<file path="config.mk">
export PLATFORM = sky130hd
export DESIGN_NAME = sram_seq_ctrl
export DESIGN_NICKNAME = d
export VERILOG_FILES = /design/src/rtl/sram_seq_pkg.sv /design/src/rtl/sram_phase_len.sv /design/src/rtl/sram_seq_ctrl.sv
export SDC_FILE = /design/constraint.sdc
export NUM_CORES = 1
export LEC_CHECK = 0
export CELL_PAD_IN_SITES_DETAIL_PLACEMENT = 1
export CELL_PAD_IN_SITES_GLOBAL_PLACEMENT = 1
export CORE_MARGIN = 2
export CORE_UTILIZATION = 48
export CTS_CLUSTER_DIAMETER = 50
export DETAILED_ROUTE_END_ITERATION = 10
export DONT_BUFFER_PORTS = 1
export PLACE_DENSITY_LB_ADDON = 0.12
export RECOVER_POWER = 100
export REMOVE_ABC_BUFFERS = 1
export SLEW_MARGIN = 20
export SYNTH_ARGS = -nofsm -noshare
export SYNTH_HDL_FRONTEND = slang
export SYNTH_SLANG_ARGS = --single-unit
</file>
<file path="constraint.sdc">
create_clock -name clk -period 2.27 [get_ports clk]
set_input_delay 0.454 -clock clk [delete_from_list [all_inputs] [get_ports clk]]
set_output_delay 0.454 -clock clk [all_outputs]
set_load 0.02 [all_outputs]
</file>
<file path="src/rtl/sram_seq_pkg.sv">
package sram_seq_pkg;

    typedef enum logic [2:0] {
        ST_IDLE,
        ST_RD_SETUP,
        ST_RD_WAIT,
        ST_RD_CAPTURE,
        ST_WR_SETUP,
        ST_WR_PULSE,
        ST_WR_RECOVER
    } seq_state_e;

endpackage

</file>
<file path="src/rtl/sram_phase_len.sv">
// Last count value (length - 1) of each timed phase of the sequencer.
module sram_phase_len
    import sram_seq_pkg::*;
#(
    parameter int SETUP_CYC   = 1,
    parameter int ACC_CYC     = 4,
    parameter int PULSE_CYC   = 4,
    parameter int RECOVER_CYC = 1,
    parameter int CNT_W       = 3
) (
    input  seq_state_e       st,
    output logic [CNT_W-1:0] last
);

    always_comb begin
        case (st)
            ST_RD_SETUP,
            ST_WR_SETUP:   last = CNT_W'(SETUP_CYC - 1);
            ST_RD_WAIT:    last = CNT_W'(ACC_CYC - 1);
            ST_WR_PULSE:   last = CNT_W'(PULSE_CYC - 1);
            ST_WR_RECOVER: last = CNT_W'(RECOVER_CYC - 1);
            default:       last = '0;
        endcase
    end

endmodule

</file>
<file path="src/rtl/sram_seq_ctrl.sv">
// Turns single host requests into timed pin sequences for an async SRAM.
module sram_seq_ctrl
    import sram_seq_pkg::*;
#(
    parameter int ADDR_W      = 14,
    parameter int DATA_W      = 4,
    parameter int CLK_NS      = 5,
    parameter int T_ACC_NS    = 20,
    parameter int T_WP_NS     = 17,
    parameter int T_DW_NS     = 10,
    parameter int SETUP_CYC   = 1,
    parameter int RECOVER_CYC = 1
) (
    input  logic              clk,
    input  logic              rst_n,
    input  logic              req_valid,
    output logic              req_ready,
    input  logic              req_write,
    input  logic [ADDR_W-1:0] req_addr,
    input  logic [DATA_W-1:0] req_wdata,
    output logic              rsp_valid,
    output logic [DATA_W-1:0] rsp_rdata,
    output logic [ADDR_W-1:0] mem_addr,
    output logic              mem_cs1_n,
    output logic              mem_cs2_n,
    output logic              mem_we_n,
    output logic              mem_oe_n,
    output logic [DATA_W-1:0] mem_dq_o,
    output logic              mem_dq_oe,
    input  logic [DATA_W-1:0] mem_dq_i
);

    // Cycle counts derived from the nanosecond figures.
    localparam int ACC_RAW   = (T_ACC_NS + CLK_NS - 1) / CLK_NS;
    localparam int ACC_CYC   = (ACC_RAW < 1) ? 1 : ACC_RAW;
    localparam int WP_CYC    = (T_WP_NS + CLK_NS - 1) / CLK_NS;
    localparam int DW_CYC    = (T_DW_NS + CLK_NS - 1) / CLK_NS + 1;
    localparam int PULSE_RAW = (WP_CYC > DW_CYC) ? WP_CYC : DW_CYC;
    localparam int PULSE_CYC = (PULSE_RAW < 2) ? 2 : PULSE_RAW;
    localparam int LONG_A    = (SETUP_CYC > ACC_CYC) ? SETUP_CYC : ACC_CYC;
    localparam int LONG_B    = (PULSE_CYC > RECOVER_CYC) ? PULSE_CYC : RECOVER_CYC;
    localparam int LONGEST   = (LONG_A > LONG_B) ? LONG_A : LONG_B;
    localparam int CNT_W     = $clog2(LONGEST + 1);

    typedef struct packed {
        seq_state_e        st;
        logic [CNT_W-1:0]  cnt;
        logic [ADDR_W-1:0] addr;
        logic [DATA_W-1:0] wdata;
        logic [DATA_W-1:0] rdata;
        logic              rvalid;
        logic              ready;
        logic              cs_n;
        logic              we_n;
        logic              oe_n;
        logic              dq_oe;
    } ctl_t;

    localparam ctl_t CTL_RST = '{
        st:     ST_IDLE,
        cnt:    '0,
        addr:   '0,
        wdata:  '0,
        rdata:  '0,
        rvalid: 1'b0,
        ready:  1'b1,
        cs_n:   1'b1,
        we_n:   1'b1,
        oe_n:   1'b1,
        dq_oe:  1'b0
    };

    ctl_t             ctl_q, ctl_d;
    logic [CNT_W-1:0] phase_last;
    logic             phase_end;

    sram_phase_len #(
        .SETUP_CYC   (SETUP_CYC),
        .ACC_CYC     (ACC_CYC),
        .PULSE_CYC   (PULSE_CYC),
        .RECOVER_CYC (RECOVER_CYC),
        .CNT_W       (CNT_W)
    ) u_phase_len (
        .st   (ctl_q.st),
        .last (phase_last)
    );

    assign phase_end = (ctl_q.cnt == phase_last);

    always_comb begin
        ctl_d     = ctl_q;
        ctl_d.cnt = phase_end ? '0 : ctl_q.cnt + 1'b1;

        case (ctl_q.st)
            ST_IDLE: begin
                ctl_d.cnt = '0;
                if (req_valid && ctl_q.ready) begin
                    ctl_d.addr  = req_addr;
                    ctl_d.wdata = req_wdata;
                    ctl_d.st    = req_write ? ST_WR_SETUP : ST_RD_SETUP;
                end
            end
            ST_RD_SETUP:   if (phase_end) ctl_d.st = ST_RD_WAIT;
            ST_RD_WAIT: begin
                if (phase_end) begin
                    ctl_d.st    = ST_RD_CAPTURE;
                    ctl_d.rdata = mem_dq_i;
                end
            end
            ST_RD_CAPTURE: ctl_d.st = ST_IDLE;
            ST_WR_SETUP:   if (phase_end) ctl_d.st = ST_WR_PULSE;
            ST_WR_PULSE:   if (phase_end) ctl_d.st = ST_WR_RECOVER;
            ST_WR_RECOVER: if (phase_end) ctl_d.st = ST_IDLE;
            default:       ctl_d.st = ST_IDLE;
        endcase

        // Pin levels follow the state being entered, so they are registered.
        ctl_d.ready  = (ctl_d.st == ST_IDLE);
        ctl_d.rvalid = (ctl_d.st == ST_RD_CAPTURE);
        ctl_d.cs_n   = !(ctl_d.st inside {ST_RD_WAIT, ST_WR_SETUP, ST_WR_PULSE, ST_WR_RECOVER});
        ctl_d.oe_n   = (ctl_d.st != ST_RD_WAIT);
        ctl_d.we_n   = (ctl_d.st != ST_WR_PULSE);
        // Drive data from the second strobe cycle through the first recovery cycle.
        ctl_d.dq_oe  = (ctl_q.st == ST_WR_PULSE) &&
                       (ctl_d.st == ST_WR_PULSE || ctl_d.st == ST_WR_RECOVER);
    end

    always_ff @(posedge clk or negedge rst_n) begin
        if (!rst_n) ctl_q <= CTL_RST;
        else        ctl_q <= ctl_d;
    end

    assign req_ready = ctl_q.ready;
    assign rsp_valid = ctl_q.rvalid;
    assign rsp_rdata = ctl_q.rdata;
    assign mem_addr  = ctl_q.addr;
    assign mem_cs1_n = ctl_q.cs_n;
    assign mem_cs2_n = ctl_q.cs_n;
    assign mem_we_n  = ctl_q.we_n;
    assign mem_oe_n  = ctl_q.oe_n;
    assign mem_dq_o  = ctl_q.wdata;
    assign mem_dq_oe = ctl_q.dq_oe;

endmodule

</file>
==> out/qor.yml <==
global_route:
  grt_pass1_vias: 801
  track_usage: 0.138
  overflow: 0
  grt_pass1_wl_mm: 3.62
  grt_antenna_before_repair: 0
  grt_max_degree: 35
synthesis:
  yosysWarnings: 0
  yosysUniqueCellTypes: 36
  ys_seq_area_frac: 0.533
  synth-async-reset-ratio: 1.00
  ys_ff_latch: 34
  synth_area_leaders: "dfrtp_1 (47%), mux2_2 (15%), buf_4 (11%)"
  netlist_instances: 125
  avgSynthCellArea_um2: 12.9
  synth.most_common_cell: "dfrtp_1"
  synth-edff-count: 0
  syn_area_mm2: 0.00161
  synth-main-ff-cell: "dfrtp_1"
  synth_top_area_share: 0.467
  netlist.top_cell.by_area: "dfrtp_1"
  synthTopCellsByCount: "dfrtp_1 (30), buf_4 (24), mux2_2 (22)"
floorplanning:
  core_area_mm2: 0.00328
  die_w_um: 61.9
  pin_count: 55
  fp-row-count: 21
  die_area_mm2: 0.00383
  initial_core_util: 0.489
  die_h_um: 61.9
power:
  vdd_drop_max_v: 0.000699
  power_density_mw_per_mm2: 1500
  total_power_uw: 2280
  leakage_uw: 0.000656
timing:
  grt_setup_unrepaired: "false"
  worst_pin_slew_ps: 813
  finalCriticalPeriod_ps: 1880
  relSlewSlack: 0.458
  hold_viol: 0
  slew_viol_final: 0
  setup_tns_ps: 0
  fin_crit_sh: 0.829
  setup_violations: 0
  skew_ps: 17.0
  fmax_mhz: 532
drt:
  drtAntennaViolNets: 0
  vias: 822
  drtPass1Iterations: 4
  wl_met1_mm: 1.08
  viasPerCell: 5.34
  met2WireLength_mm: 1.20
  routed-wl-met3_um: 200
  drt_iter0_drc: 32
  highest_layer: "met4"
  wl_per_cell_um: 16.4
  totalWireLength_mm: 2.53
  route.detailed.drc: 0
setup_path:
  end_kind: "register"
  crit_chain: "nand3b_1 -> nor3b_1 -> a2bb2oi_1 -> or3b_1"
  arrival_ps: 2140
  crit_fanout: 5
  rrSetupSlack_ps: 390
  crit_type: "reg -> reg"
  max_stage_delay_ps: 650
  crit_required_ps: 2530
  critPathLaunchType: "register"
  critPathSlowestCell: "dfstp_1"
final_layout:
  drive_above_1_share: 0.333
  diodes: 0
  regArea_um2: 856
  synthToLayoutAreaGrowth_pct: -5.14
  num-nets-final: 134
  multi_input_comb_area_um2: 528
  fill_cells: 352
clock_network:
  clockRootBuffer: "clkbuf_4"
  htree_levels: 2
  cts_buffer_depth: 2
  path_clk_slew_ps: 110
  cts_inserted_buffers: 5
  numClockSinks: 34
  cts_resized: 0
  cts_tree: "built"
  clkLatencyLatePin_ps: 340
placed_design:
  hpwl_mm: 1.72
  port_buffers: 0
  globalplace.congestion: 0.703
job:
  max_cap_viol_count: 0
run_status:
  status: "completed"
hold_path:
  hold_class: "in -> reg"
## kinds of logic after synthesis
kind of cell	count (synthesis)	synth area share
simple gates	26	0.107
xor+xnor	1	0.00545
compound gates	9	0.0514
fa+ha+maj	1	0.00779
flops	34	0.533
mux	23	0.160
buf+inv	31	0.136
## timing repair
item                      4_1_cts  5_1_grt
setup buffers                   0        0
hold buffers                    2        0
hold endpoints to repair       34        0
## layout make-up
cell class | count | area share
Clock buffer | 6 | 0.0271
Tap cell | 46 | 0.0378
Timing Repair Buffer | 3 | 0.0131
Sequential cell | 34 | 0.562
Inverter | 3 | 0.00739
Clock inverter | 2 | 0.00657
Multi-Input combinational cell | 60 | 0.346
## state kept, by name, summed over array words and instances, names as in the netlist
signal	flops
mem_addr	14
ctl_q	6
mem_dq_o	4
rsp_rdata	4
mem_cs1_n	1
mem_dq_oe	1
mem_oe_n	1
mem_we_n	1
req_ready	1
rsp_valid	1
## power by group
part	switching, uW	leakage [uW]	internal [uW]
combinational	262	0.000210	335
clock	191	0.0000320	118
sequential	501	0.000414	876
total	954	0.000656	1330
## layer usage
layer | GRT usage | vias to the layer above
met5 | 0 | -
met2 | 0.211 | 37
met4 | 0.0729 | 0
met3 | 0.0704 | 7
met1 | 0.159 | 408
li1 | - | 370
## placed cells by master (no fill, tap or decap), types with 2 or more instances in the layout
cell type,netlist,routed
dfrtp_1,30,30
mux2_2,22,22
clkbuf_4,0,5
nand3b_1,4,4
nor2_1,4,4
dfstp_1,0,4
nor2b_1,2,2
nand2b_1,2,2
nor3_1,1,2
o22ai_1,2,2
inv_1,2,2
clkinv_2,0,2
clkbuf_2,0,2
## worst max-delay path, delay by kind of cell (launching register included)
kind,cells,cell delay [ps]
AND/OR/NAND/NOR,3,800
flip-flops,1,650
AO/OA/AOI/OAI,1,360
## worst paths after layout
path / startpoint / end / cells after the start
worst max-delay path: req_ready / mem_we_n / 4
worst min-delay path: req_wdata[0] / mem_dq_o[0] / 1
worst max register to register: req_ready / mem_we_n / 4
worst min register to register: ctl_q[28] / ctl_q[28] / 1
max in group asynchronous: rst_n / ctl_q[30] / 2
min in group asynchronous: rst_n / mem_addr[0] / 2
## metrics by stage
step	std cells	utilization	setup WS (ps)	hold WS, ps	instance area, um^2
3_3_place_gp	144	0.446	446	159	1470
2_1_floorplan	97	-	457	158	1400
6_report	154	0.464	389	253	1520
4_1_cts	154	0.471	390	236	1550
5_1_grt	154	0.464	201	219	1520
3_5_place_dp	144	0.446	416	159	1470
Power figures use the tool's default switching activity.
